===== src/rtl/rei_pkg.sv =====
package rei_pkg;
  // Largest error count a single M1 byte may legally carry
  localparam int unsigned REI_MAX_CODE = 24;

  typedef struct packed {
    logic mask_msb;
    logic block_mode;
    logic saturate;
  } rei_cfg_t;
endpackage


===== src/rtl/rei_m1_decode.sv =====
module rei_m1_decode #(
  parameter int unsigned BYTE_W   = 8,
  parameter int unsigned MAX_CODE = rei_pkg::REI_MAX_CODE,
  parameter int unsigned CODE_W   = $clog2(MAX_CODE + 1)
) (
  input  logic [BYTE_W-1:0] byte_in,
  input  logic              mask_msb,
  input  logic              block_mode,
  output logic [CODE_W-1:0] step
);
  logic [BYTE_W-1:0] masked;
  logic [CODE_W-1:0] code;

  always_comb begin
    masked = byte_in;
    if (mask_msb) masked[BYTE_W-1] = 1'b0;
    if (masked <= BYTE_W'(MAX_CODE)) code = masked[CODE_W-1:0];
    else                             code = '0;
    if (block_mode) step = CODE_W'(code != '0);
    else            step = code;
  end
endmodule


===== src/rtl/rei_run_counter.sv =====
module rei_run_counter #(
  parameter int unsigned CNT_W  = 18,
  parameter int unsigned STEP_W = 5
) (
  input  logic              clk,
  input  logic              rst,
  input  logic              add_en,
  input  logic [STEP_W-1:0] step,
  input  logic              restart,
  input  logic              saturate,
  output logic [CNT_W-1:0]  count
);
  logic [CNT_W:0] sum;

  assign sum = {1'b0, count} + (CNT_W+1)'(step);

  always_ff @(posedge clk) begin
    if (rst) begin
      count <= '0;
    end else if (restart) begin
      // a frame arriving with the interval pulse opens the new interval
      count <= add_en ? CNT_W'(step) : '0;
    end else if (add_en) begin
      if (sum[CNT_W] && saturate) count <= '1;
      else                        count <= sum[CNT_W-1:0];
    end
  end
endmodule


===== src/rtl/rei_err_accum.sv =====
module rei_err_accum #(
  parameter int unsigned CNT_W  = 18,
  parameter int unsigned BYTE_W = 8
) (
  input  logic              clk,
  input  logic              rst,
  input  logic              frame_stb,
  input  logic [BYTE_W-1:0] m1_byte,
  input  logic              pm_tick,
  input  logic              cfg_mask_msb,
  input  logic              cfg_block_mode,
  input  logic              cfg_saturate,
  output logic [CNT_W-1:0]  hold_count
);
  import rei_pkg::*;

  localparam int unsigned STEP_W = $clog2(REI_MAX_CODE + 1);

  rei_cfg_t          cfg;
  logic [STEP_W-1:0] step;
  logic [CNT_W-1:0]  run_cnt;

  assign cfg = '{mask_msb: cfg_mask_msb, block_mode: cfg_block_mode,
                 saturate: cfg_saturate};

  rei_m1_decode #(
    .BYTE_W  (BYTE_W),
    .MAX_CODE(REI_MAX_CODE),
    .CODE_W  (STEP_W)
  ) u_dec (
    .byte_in   (m1_byte),
    .mask_msb  (cfg.mask_msb),
    .block_mode(cfg.block_mode),
    .step      (step)
  );

  rei_run_counter #(
    .CNT_W (CNT_W),
    .STEP_W(STEP_W)
  ) u_run (
    .clk     (clk),
    .rst     (rst),
    .add_en  (frame_stb),
    .step    (step),
    .restart (pm_tick),
    .saturate(cfg.saturate),
    .count   (run_cnt)
  );

  always_ff @(posedge clk) begin
    if (rst)          hold_count <= '0;
    else if (pm_tick) hold_count <= run_cnt;
  end
endmodule


===== config.mk =====
export PLATFORM = sky130hd
export DESIGN_NAME = rei_err_accum
export DESIGN_NICKNAME = d
export VERILOG_FILES = /design/src/rtl/rei_pkg.sv /design/src/rtl/rei_m1_decode.sv /design/src/rtl/rei_run_counter.sv /design/src/rtl/rei_err_accum.sv
export SDC_FILE = /design/constraint.sdc
export NUM_CORES = 1
export LEC_CHECK = 0
export BUFFER_PORTS_ARGS = -buffer_cell sky130_fd_sc_hd__buf_4
export CORE_UTILIZATION = 35
export CTS_CLUSTER_DIAMETER = 200
export DETAILED_ROUTE_END_ITERATION = 10
export SYNTH_ARGS = -nofsm -noshare
export SYNTH_HDL_FRONTEND = slang
export SYNTH_SLANG_ARGS = --single-unit

===== constraint.sdc =====
create_clock -name clk -period 2.45 [get_ports clk]
set_input_delay 0.1225 -clock clk [delete_from_list [all_inputs] [get_ports clk]]
set_output_delay 0.1225 -clock clk [all_outputs]
set_load 0.03 [all_outputs]

# --- After elaboration in Yosys (flattened, before gate mapping) ---
# Index checks and enable logic that the tools add are counted.
word_totals:
  in_bits: 15
  mem_count: 0
  out_inout_bits: 18
  romBits: 0
  latch_bits: 0
  ramBits: 0
  ff_bits: 36
op_classes:
  addsub: 1
  n_mul: 0
  muxes: 7
  shifts: 0
  eq_ne: 0
  n_div: 0
  bitwise: 0
  magnitude_cmp: 1
  n_reduce_logical: 3
ops:
  columns: ["operator", "n"]
  rows:
  - ["18-bit 2-to-1 mux", 3]
  - ["18-bit by 5-bit adder with 19-bit output", 1]
  - ["5-bit 2-to-1 mux", 3]
  - ["8-bit by 5-bit less-or-equal comparator with 1-bit output, second input constant", 1]
  - ["5-bit nonzero test", 1]
  - ["2-bit nonzero test", 1]
  - ["1-bit logical AND", 1]
  - ["1-bit 2-to-1 mux", 1]

# --- Longest topological paths before layout ---
# Gate-level depths: netlist (run 1).
logic_depth:
  word_depth: 10
  mapped_depth: 12
  ltp_nobuf: 11

# --- Modules after synthesis ---
# A second synthesis (run 1) with hierarchy kept.
unflattened:
  cells_unflattened: 201
  hier_area_um2: 1851.8
modules_own_cells:
  columns: ["module", "instances", "cells_each", "seq_area_each_um2", "area_each_um2"]
  rows:
  - ["rei_run_counter", 1, 129, 360.3, 1096.1]
  - ["rei_err_accum", 1, 58, 360.3, 649.4]
  - ["rei_m1_decode", 1, 14, 0.0, 106.4]

# --- Worst setup path before layout (run 1) ---
# No wires, ideal clock.
synth_path:
  kind: "input-to-reg"
  startpoint: "input port m1_byte[1]"
  endpoint: "register u_run.count[12]"
  arrival_ns: 2.297
  setup_slack_ns: 0.032
  t_required_ns: 2.328
  stages: 12
  path_cell_list: "or4_1 -> a21oi_1 -> nor2_1 -> ha_1 -> inv_1 -> fa_1 -> nor2b_1 -> o31a_1 -> o211ai_4 -> buf_6 -> nand2_1 -> o311a_1"
synth_via:
  elab_chain_cells: 9
synth_lines:
  columns: ["item", "line_no", "source"]
  rows:
  - ["from (decl)", "rei_err_accum.sv:8", "input logic [BYTE_W-1:0] m1_byte,"]
  - ["8-bit by 5-bit less-or-equal comparator with 1-bit output", "rei_m1_decode.sv:17", "if (masked <= BYTE_W'(MAX_CODE)) code = masked[CODE_W-1:0];"]
  - ["5-bit 2-to-1 mux (*)", "rei_m1_decode.sv:17", null]
  - ["5-bit nonzero test", "rei_m1_decode.sv:19", "if (block_mode) step = CODE_W'(code != '0);"]
  - ["5-bit 2-to-1 mux (*)", "rei_m1_decode.sv:19", null]
  - ["18-bit by 5-bit adder with 19-bit output (*)", "rei_run_counter.sv:15", "assign sum = {1'b0, count} + (CNT_W+1)'(step);"]
  - ["1-bit logical AND", "rei_run_counter.sv:24", "if (sum[CNT_W] && saturate) count <= '1;"]
  - ["18-bit 2-to-1 mux (*)", "rei_run_counter.sv:24", null]
  - ["18-bit 2-to-1 mux (*)", "rei_run_counter.sv:23", "end else if (add_en) begin"]
  - ["18-bit 2-to-1 mux (*)", "rei_run_counter.sv:20", "end else if (restart) begin"]
  - ["to (signal assigned)", "rei_run_counter.sv:22", "count <= add_en ? CNT_W'(step) : '0;"]
  - ["to (signal assigned)", "rei_run_counter.sv:25", "else count <= sum[CNT_W-1:0];"]
  - ["to (decl)", "rei_run_counter.sv:11", "output logic [CNT_W-1:0] count"]
# Mark *: on every way between the ends. The rest lies on a longest branch, timed or not. The select of a mux whose other input is x is not followed.
# A chain may end at the register's enable or synchronous reset.

# --- Final worst setup path (run 1) ---
layout_path:
  startpoint: "input port m1_byte[3]"
  endpoint: "register u_run.count[12]"
# The elaborated chain is that of the path after synthesis.

==> flow_summary.yaml, run 1 <==
placed_design:
  dp_slack_ns: -0.272
  io_buffer_count: 32
  hpwl_mm: 3.11
  place_inst: 311
  gp_routability_congestion: 0.855
detailed_routing:
  drt-vias-per-instance: 5.26
  first_pass_iters: 4
  ant_nets: 0
  first_iter_violations: 76
  num_vias: 1720
  drt_wl_total_mm: 4.66
  route.detailed.drc: 0
  wire_per_inst_um: 14.3
timing:
  clock_skew_ns: 0.00780
  rsz0062_at_grt: "true"
  finalSetupViolCount: 0
  whs_ns: 0.150
  layout_setup_ws_ns: 0.0496
  slew_headroom: 0.519
  max_freq_mhz: 417
  tightest_slew_ns: 0.718
  drv_slew: 0
  finalCritPeriodShare: 0.980
  period_minus_slack_ns: 2.40
  hold_viol_final: 0
  setup_tns_ns: 0
finish:
  fill_cells: 511
  layout-drive-gt1-share: 0.354
  syn_to_final_growth_pct: 32.6
  nNetsFinal: 277
  instances_no_fill: 327
  antenna_cells: 0
  fin_util: 0.486
floorplan:
  die_x_um: 75.6
  die_h_um: 75.6
  core_area_um2: 5170
  die_area_um2: 5720
  num_rows: 26
  start_util: 0.367
  io_pins: 33
synth:
  yosysMostFrequentCell: "dfxtp_1"
  synth_ff_type: "dfxtp_1"
  synth_area_leaders: "dfxtp_1, mux2i_1, nor2_1"
  synth-async-reset-ratio: 0
  ys_top_cells_by_count: "dfxtp_1, nor2_1, mux2i_1, o21ai_0"
  yosysWarnings: 0
  yosysTopAreaCell: "dfxtp_1"
  yosysSeqAreaShare: 0.380
  synth-edff-count: 0
  ys_ff_latch: 36
  synth_area_per_cell_um2: 9.25
  synth_top_area_share: 0.380
  synthCells: 205
  ys_types: 54
  synth_nets: 226
  netlist_area_um2: 1900
global_routing:
  grt.total_usage: 0.168
  grt_pass1_vias: 1488
  grt_max_degree: 26
  antenna_found_initial: 0
  grt_pass1_wl_mm: 7.16
  grt_overflow_total: 0
worst_hold_path:
  hp-class: "primary input to flip-flop"
  hp-start: "m1_byte[3]"
power_and_ir_drop:
  ir_drop_mv: 0.358
  power_density_nw_per_um2: 467
  p_leak_nw: 1.13
worst_setup_path:
  arrival_ns: 2.58
  critical_path_class: "primary input to flip-flop"
  end_kind: "flip-flop"
  required_ns: 2.63
  timing.rr.start: "u_run.count[0]$_SDFFE_PP0P_"
  critPathMaxFanout: 5
  crit_start: "m1_byte[3]"
  start_kind: "primary input"
cts:
  cts_tree: "built"
  postCtsHoldBufs: 0
  clkTransAtPathRegs_ns: 0.08
  cts_sinks: 36
  clk_latency_ns: 0.29
  numCtsBuffers: 5
  clock-root-buffer: "clkbuf_8"
  h-tree-depth: 2
  clockBufferDepth: 2
job:
  cap_viol_max_count: 0
outcome:
  outcome: "finished clean"
[worst paths after layout]
check	end	slack, ns	depth (start not counted)
worst max-delay path	u_run.count[12]$_SDFFE_PP0P_	0.05	13
worst min-delay path	u_run.count[3]$_SDFFE_PP0P_	0.15	3
worst max register to register	u_run.count[0]$_SDFFE_PP0P_	0.22	9
worst min register to register	hold_count[9]$_SDFFE_PP0P_	0.50	2
[cell type report]
type / instances / area (µm²) / area share
clock buffer: 6 / 82.6 / 0.0328
clock inverter: 2 / 13.8 / 0.00547
inverter: 3 / 11.3 / 0.00448
multi-input combinational: 156 / 1180 / 0.470
sequential: 36 / 721 / 0.287
tap: 70 / 87.6 / 0.0348
timing repair buffer: 54 / 417 / 0.166
[metal layers]
metal,vias to the layer above,global-route usage,share of wire
li1,865,-,-
met1,798,0.228,0.46
met2,50,0.272,0.48
met3,7,0.0344,0.054
met4,0,0.0494,0.0086
met5,-,0,0
[placed cells by master, fill, tap and decap left out, types with 5 or more instances in the layout]
cell type / count
nor2_1: 26
o21ai_0: 10
nand2_1: 8
clkbuf_8: 6
dfxtp_1: 36
a21oi_1: 5
buf_4: 51
mux2i_1: 18
a21o_1: 5
and3_1: 9
[logic make-up after synthesis]
logic type               after synthesis  synth area share
AND/OR/NAND/NOR                       81             0.238
multiplexers                          18            0.0950
flip-flops                            36             0.380
buffers and inverters                 13            0.0350
XOR/XNOR                               2           0.00924
AO/OA/AOI/OAI                         49             0.199
adder cells (fa/ha/maj)                6            0.0435
[registers in the layout (all words and copies together), names as in the netlist]
| register | flops |
|---|---|
| u_run.count | 18 |
| hold_count | 18 |
[worst max-delay path, cell delays in order]
cell	delay (ns)
buf_6	0.09
or4_4	0.52
a21oi_2	0.15
nor2_2	0.06
ha_2	0.18
inv_2	0.06
fa_2	0.21
nor2b_2	0.05
o31a_1	0.36
o211ai_4	0.26
buf_6	0.16
nand2_2	0.05
o311a_1	0.32
[metrics by stage]
stage | cell area, µm² | power [mW]
after floorplan | 1900 | 0.666
after global placement | 2270 | 0.713
after detailed placement | 2270 | 0.712
after CTS | 2370 | 1.18
after global routing | 2510 | 1.22
final | 2510 | 1.17
[report_power, final]
group / internal, mW / leakage [nW] / total [mW] / switching [mW]
logic: 0.0525 / 0.787 / 0.114 / 0.0615
registers: 0.590 / 0.291 / 0.595 / 0.00486
clock network: 0.230 / 0.0516 / 0.464 / 0.234
[timing repair]
item,CTS,global route
setup buffers,0,8
endpoints found under the setup margin,0,18
resized for setup,0,23
Power figures use the tool's default switching activity.
==> inputs of run 2 (changes only) <==
clock period = 2.1 ns   (was 2.45 ns; I/O delays follow)
==> run 2 against run 1 <==
Compared with the run above: design area increased by 11%; power increased by 18%; hold slack got worse by 0.017 ns; largest power group unchanged; first-iteration DRC count decreased by 7.9%; critical path depth unchanged; the run now ends with negative setup slack left; critical endpoint is now u_run.count[8]$_SDFFE_PP0P_; register-to-register slack got worse by 0.23 ns; final cell count increased by 6.1%.
==> flow_summary.yaml, run 2 (synthesis results as in run 1) <==
timing:
  drv_slew: 0
  period_minus_slack_ns: 2.33
  slew_headroom: 0.701
  clock_skew_ns: 0.00368
  setup_tns_ns: -3.01
  tightest_slew_ns: 0.446
  max_freq_mhz: 429
  layout_setup_ws_ns: -0.228
  hold_viol_final: 0
  rsz0062_at_grt: "true"
  finalSetupViolCount: 18
  finalCritPeriodShare: 1.11
cts:
  clkTransAtPathRegs_ns: 0.07
  postCtsHoldBufs: 0
  clockBufferDepth: 2
  clock-root-buffer: "clkbuf_8"
  cts_tree: "built"
  clk_latency_ns: 0.29
  h-tree-depth: 2
  cts_sinks: 36
  numCtsBuffers: 5
power_and_ir_drop:
  comb_power_share: 0.121
  p_leak_nw: 1.27
  pwr-share-seq: 0.502
  ir_drop_mv: 0.368
  internal-power_mw: 1.07
  p_switching_mw: 0.315
  power_mw: 1.38
  pwr-share-clk: 0.377
  p_sw_frac: 0.228
  power_density_nw_per_um2: 494
outcome:
  outcome: "finished, violations left"
  violations: "negative setup slack"
finish:
  layout-drive-gt1-share: 0.433
  final_cell_mix: "buf_4, dfxtp_1, nor2_1"
  nNetsFinal: 298
  largestRegisters: "hold_count x18, u_run.count x18"
  syn_to_final_growth_pct: 47.6
  instances_no_fill: 347
  layout_commonest_cell: "buf_4"
  final_cell_area_um2: 2800
  antenna_cells: 0
  fill_cells: 479
detailed_routing:
  ant_nets: 0
  route.detailed.drc: 0
  wire_per_inst_um: 14.1
  num_vias: 1816
  drt_wl_total_mm: 4.91
  first_iter_violations: 70
  first_pass_iters: 4
  drt-vias-per-instance: 5.23
worst_setup_path:
  reg2reg_slack_ns: -0.01
  crit_start: "m1_byte[1]"
  critical_path_class: "primary input to flip-flop"
  timing.rr.start: "u_run.count[0]$_SDFFE_PP0P_"
  critPathMaxFanout: 6
  arrival_ns: 2.50
  end_kind: "flip-flop"
  start_kind: "primary input"
  required_ns: 2.27
global_routing:
  grt.total_usage: 0.196
  antenna_found_initial: 0
  grt_pass1_vias: 1782
  grt_pass1_wl_mm: 8.26
  grt_overflow_total: 0
  grt_max_degree: 26
job:
  cap_viol_max_count: 0
placed_design:
  place_area_um2: 2390
  gp_routability_congestion: 0.828
  io_buffer_count: 32
  place_inst: 321
  hpwl_mm: 3.22
floorplan:
  die_h_um: 75.6
  core_area_um2: 5170
  start_util: 0.367
  die_area_um2: 5720
  num_rows: 26
  die_x_um: 75.6
  io_pins: 33
worst_hold_path:
  hp-class: "primary input to flip-flop"
  hp-start: "m1_byte[3]"
run 2: cell count changes in the layout (fill, tap and decap cells not counted), moves of 2 or more:
cell and change:
o21ai_1 +4, buf_4 +10, o21ai_0 -4, a311oi_2 +2, buf_8 +2, nor2b_1 -2, buf_6 +8, a311oi_1 -2
run 2: layout make-up:
class                   instances  area (µm²)  share of cell area
clock buffers                   7        96.3              0.0344
inverters                       3        11.3             0.00402
multi-input cells             157        1270               0.454
flip-flops and latches         36         721               0.257
well taps                      70        87.6              0.0313
repair buffers                 74         612               0.219
run 2: power groups by stage:
stage / clock (mW) / combinational [mW] / sequential [mW]
floorplan: 0 / 0.0669 / 0.713
global placement: 0 / 0.133 / 0.709
detailed placement: 0 / 0.134 / 0.709
CTS: 0.549 / 0.163 / 0.693
global route: 0.576 / 0.183 / 0.694
finish: 0.521 / 0.168 / 0.694
run 2: per-stage QoR:
| step | utilization | setup WS, ns | hold WS [ns] |
|---|---|---|---|
| after floorplan | - | -0.270 | 0.215 |
| after global placement | 0.461 | -0.527 | 0.429 |
| after detailed placement | 0.461 | -0.560 | 0.425 |
| after CTS | 0.529 | -0.202 | 0.125 |
| after global routing | 0.541 | -0.307 | 0.143 |
| final | 0.541 | -0.228 | 0.133 |
run 2: critical path, cell delays in order:
cell	delay (ns)
buf_8	0.10
or4_4	0.52
a21oi_2	0.16
nor2_2	0.05
ha_2	0.18
inv_2	0.05
fa_2	0.20
nor2b_2	0.05
o31a_1	0.31
buf_6	0.15
o211a_4	0.26
nor4bb_1	0.28
nor3_1	0.07
run 2: repair_timing:
| item | in CTS | in global routing |
|---|---|---|
| buffers inserted | 17 | 1 |
| setup endpoints to repair | 18 | 18 |
| pin swaps | 14 | 7 |
| gates cloned | 1 | 0 |
| gates resized for setup | 30 | 10 |
run 2: final timing paths:
| check | cells past startpoint | endpoint |
|---|---|---|
| worst max-delay path | 13 | u_run.count[8]$_SDFFE_PP0P_ |
| worst min-delay path | 3 | u_run.count[3]$_SDFFE_PP0P_ |
| worst max register to register | 9 | u_run.count[0]$_SDFFE_PP0P_ |
| worst min register to register | 2 | hold_count[10]$_SDFFE_PP0P_ |
run 2: layer usage:
layer / wire [µm] / track usage / vias to the layer above / share of wire
met5: 0 / 0 / - / 0
met3: 232 / 0.0437 / 13 / 0.047
met1: 2230 / 0.250 / 843 / 0.45
met2: 2310 / 0.310 / 51 / 0.47
li1: - / - / 909 / -
met4: 140 / 0.103 / 0 / 0.029
==> inputs of run 3 (changes only) <==
MAX_ROUTING_LAYER = met4   (was unset)
==> run 3 against run 2 <==
Compared with the run above: the run still ends with negative setup slack left; global-route usage is 0.55 points higher; clock skew is essentially flat; sequential power hardly changed; clock power about the same; first-iteration DRC count rose by 10%; final cell count did not move; critical path type unchanged; register-to-register slack about the same.
==> flow_summary.yaml, run 3 (synthesis results as in run 1) <==
timing:
  layout_setup_ws_ns: -0.222
  finalCritPeriodShare: 1.11
  hold_viol_final: 0
  drv_slew: 0
  clock_skew_ns: 0.00386
  slew_headroom: 0.701
  tightest_slew_ns: 0.446
  finalSetupViolCount: 18
  period_minus_slack_ns: 2.32
  max_freq_mhz: 431
  rsz0062_at_grt: "true"
  whs_ns: 0.132
finish:
  antenna_cells: 0
  layout-drive-gt1-share: 0.433
  nNetsFinal: 298
  layout_commonest_cell: "buf_4"
  fin_util: 0.541
  syn_to_final_growth_pct: 47.6
  largestRegisters: "hold_count x18, u_run.count x18"
  final_cell_mix: "buf_4, dfxtp_1, nor2_1"
outcome:
  violations: "negative setup slack"
  outcome: "finished, violations left"
worst_hold_path:
  hp-class: "primary input to flip-flop"
job:
  cap_viol_max_count: 0
worst_setup_path:
  arrival_ns: 2.49
  critical_path_class: "primary input to flip-flop"
  start_kind: "primary input"
  critPathMaxFanout: 6
  end_kind: "flip-flop"
  required_ns: 2.27
floorplan:
  die_h_um: 75.6
  io_pins: 33
  num_rows: 26
  die_x_um: 75.6
  start_util: 0.367
  core_area_um2: 5170
  die_area_um2: 5720
placed_design:
  dp_slack_ns: -0.560
  io_buffer_count: 32
  gp_routability_congestion: 0.840
  hpwl_mm: 3.22
detailed_routing:
  route.detailed.drc: 0
  wire_per_inst_um: 14.2
  num_vias: 1810
  drt-vias-per-instance: 5.22
  drt_wl_total_mm: 4.92
  first_iter_violations: 77
  ant_nets: 0
  first_pass_iters: 4
power_and_ir_drop:
  power_mw: 1.38
  ir_drop_mv: 0.369
  power_density_nw_per_um2: 495
  p_leak_nw: 1.27
cts:
  cts_sinks: 36
  clkTransAtPathRegs_ns: 0.07
  postCtsHoldBufs: 0
  clock-root-buffer: "clkbuf_8"
  clk_latency_ns: 0.29
  cts_tree: "built"
  numCtsBuffers: 5
  h-tree-depth: 2
  clockBufferDepth: 2
global_routing:
  grt_pass1_wl_mm: 8.26
  grt.total_usage: 0.201
  grt_max_degree: 26
  grt_pass1_vias: 1788
  antenna_found_initial: 0
  grt_overflow_total: 0
==> run 3: cell counts in the layout (fill, tap and decap cells not counted) <==
No cell type changed its count.
==> run 3: layout make-up <==
cell class	count	area, µm²
fill	479	2370
inverter	3	11.3
multi-input combinational	157	1270
tap	70	87.6
clock buffer	7	96.3
sequential	36	721
timing repair buffer	74	612
==> run 3: power by group <==
part           switching [mW]  total (mW)  internal, mW
Combinational          0.0814       0.168        0.0866
Clock                   0.231       0.523         0.292
Sequential            0.00434       0.694         0.689
==> run 3: worst max-delay path: stages <==
cell and delay, ns:
buf_8 0.10, or4_4 0.52, a21oi_2 0.16, nor2_2 0.05
ha_2 0.18, inv_2 0.05, fa_2 0.20, nor2b_2 0.05
o31a_1 0.31, buf_6 0.15, o211a_4 0.26, nor4bb_1 0.27
nor3_1 0.07
==> run 3: per-stage QoR <==
| step | TNS (ns) | instance area (µm²) | std cells |
|---|---|---|---|
| global route | -4.51 | 2800 | 347 |
| finish | -3.03 | 2800 | 347 |
| floorplan | -3.19 | 1930 | 205 |
| global placement | -7.71 | 2390 | 321 |
| CTS | -2.19 | 2740 | 346 |
| detailed placement | -8.51 | 2390 | 321 |
==> run 3: path summary, 6_finish.rpt <==
path / start / end / slack (ns) / cells after the start
worst min register to register: hold_count[10]$_SDFFE_PP0P_ / hold_count[10]$_SDFFE_PP0P_ / 0.50 / 2
worst max-delay path: m1_byte[1] / u_run.count[8]$_SDFFE_PP0P_ / -0.22 / 13
worst min-delay path: m1_byte[3] / u_run.count[3]$_SDFFE_PP0P_ / 0.13 / 3
worst max register to register: u_run.count[0]$_SDFFE_PP0P_ / u_run.count[0]$_SDFFE_PP0P_ / -0.01 / 9
==> run 3: routing by layer <==
metal / global-route usage / vias to the layer above / wire (µm)
met5: - / - / 0
met4: 0.103 / 0 / 140
met3: 0.0437 / 13 / 211
met2: 0.315 / 39 / 2330
met1: 0.244 / 848 / 2240
li1: - / 910 / -
==> run 3: what timing repair did <==
action / in CTS / in global routing
cloned: 1 / 0
endpoints found under the setup margin: 18 / 18
pin swaps: 14 / 7
setup buffers: 17 / 1
gates resized for setup: 30 / 10
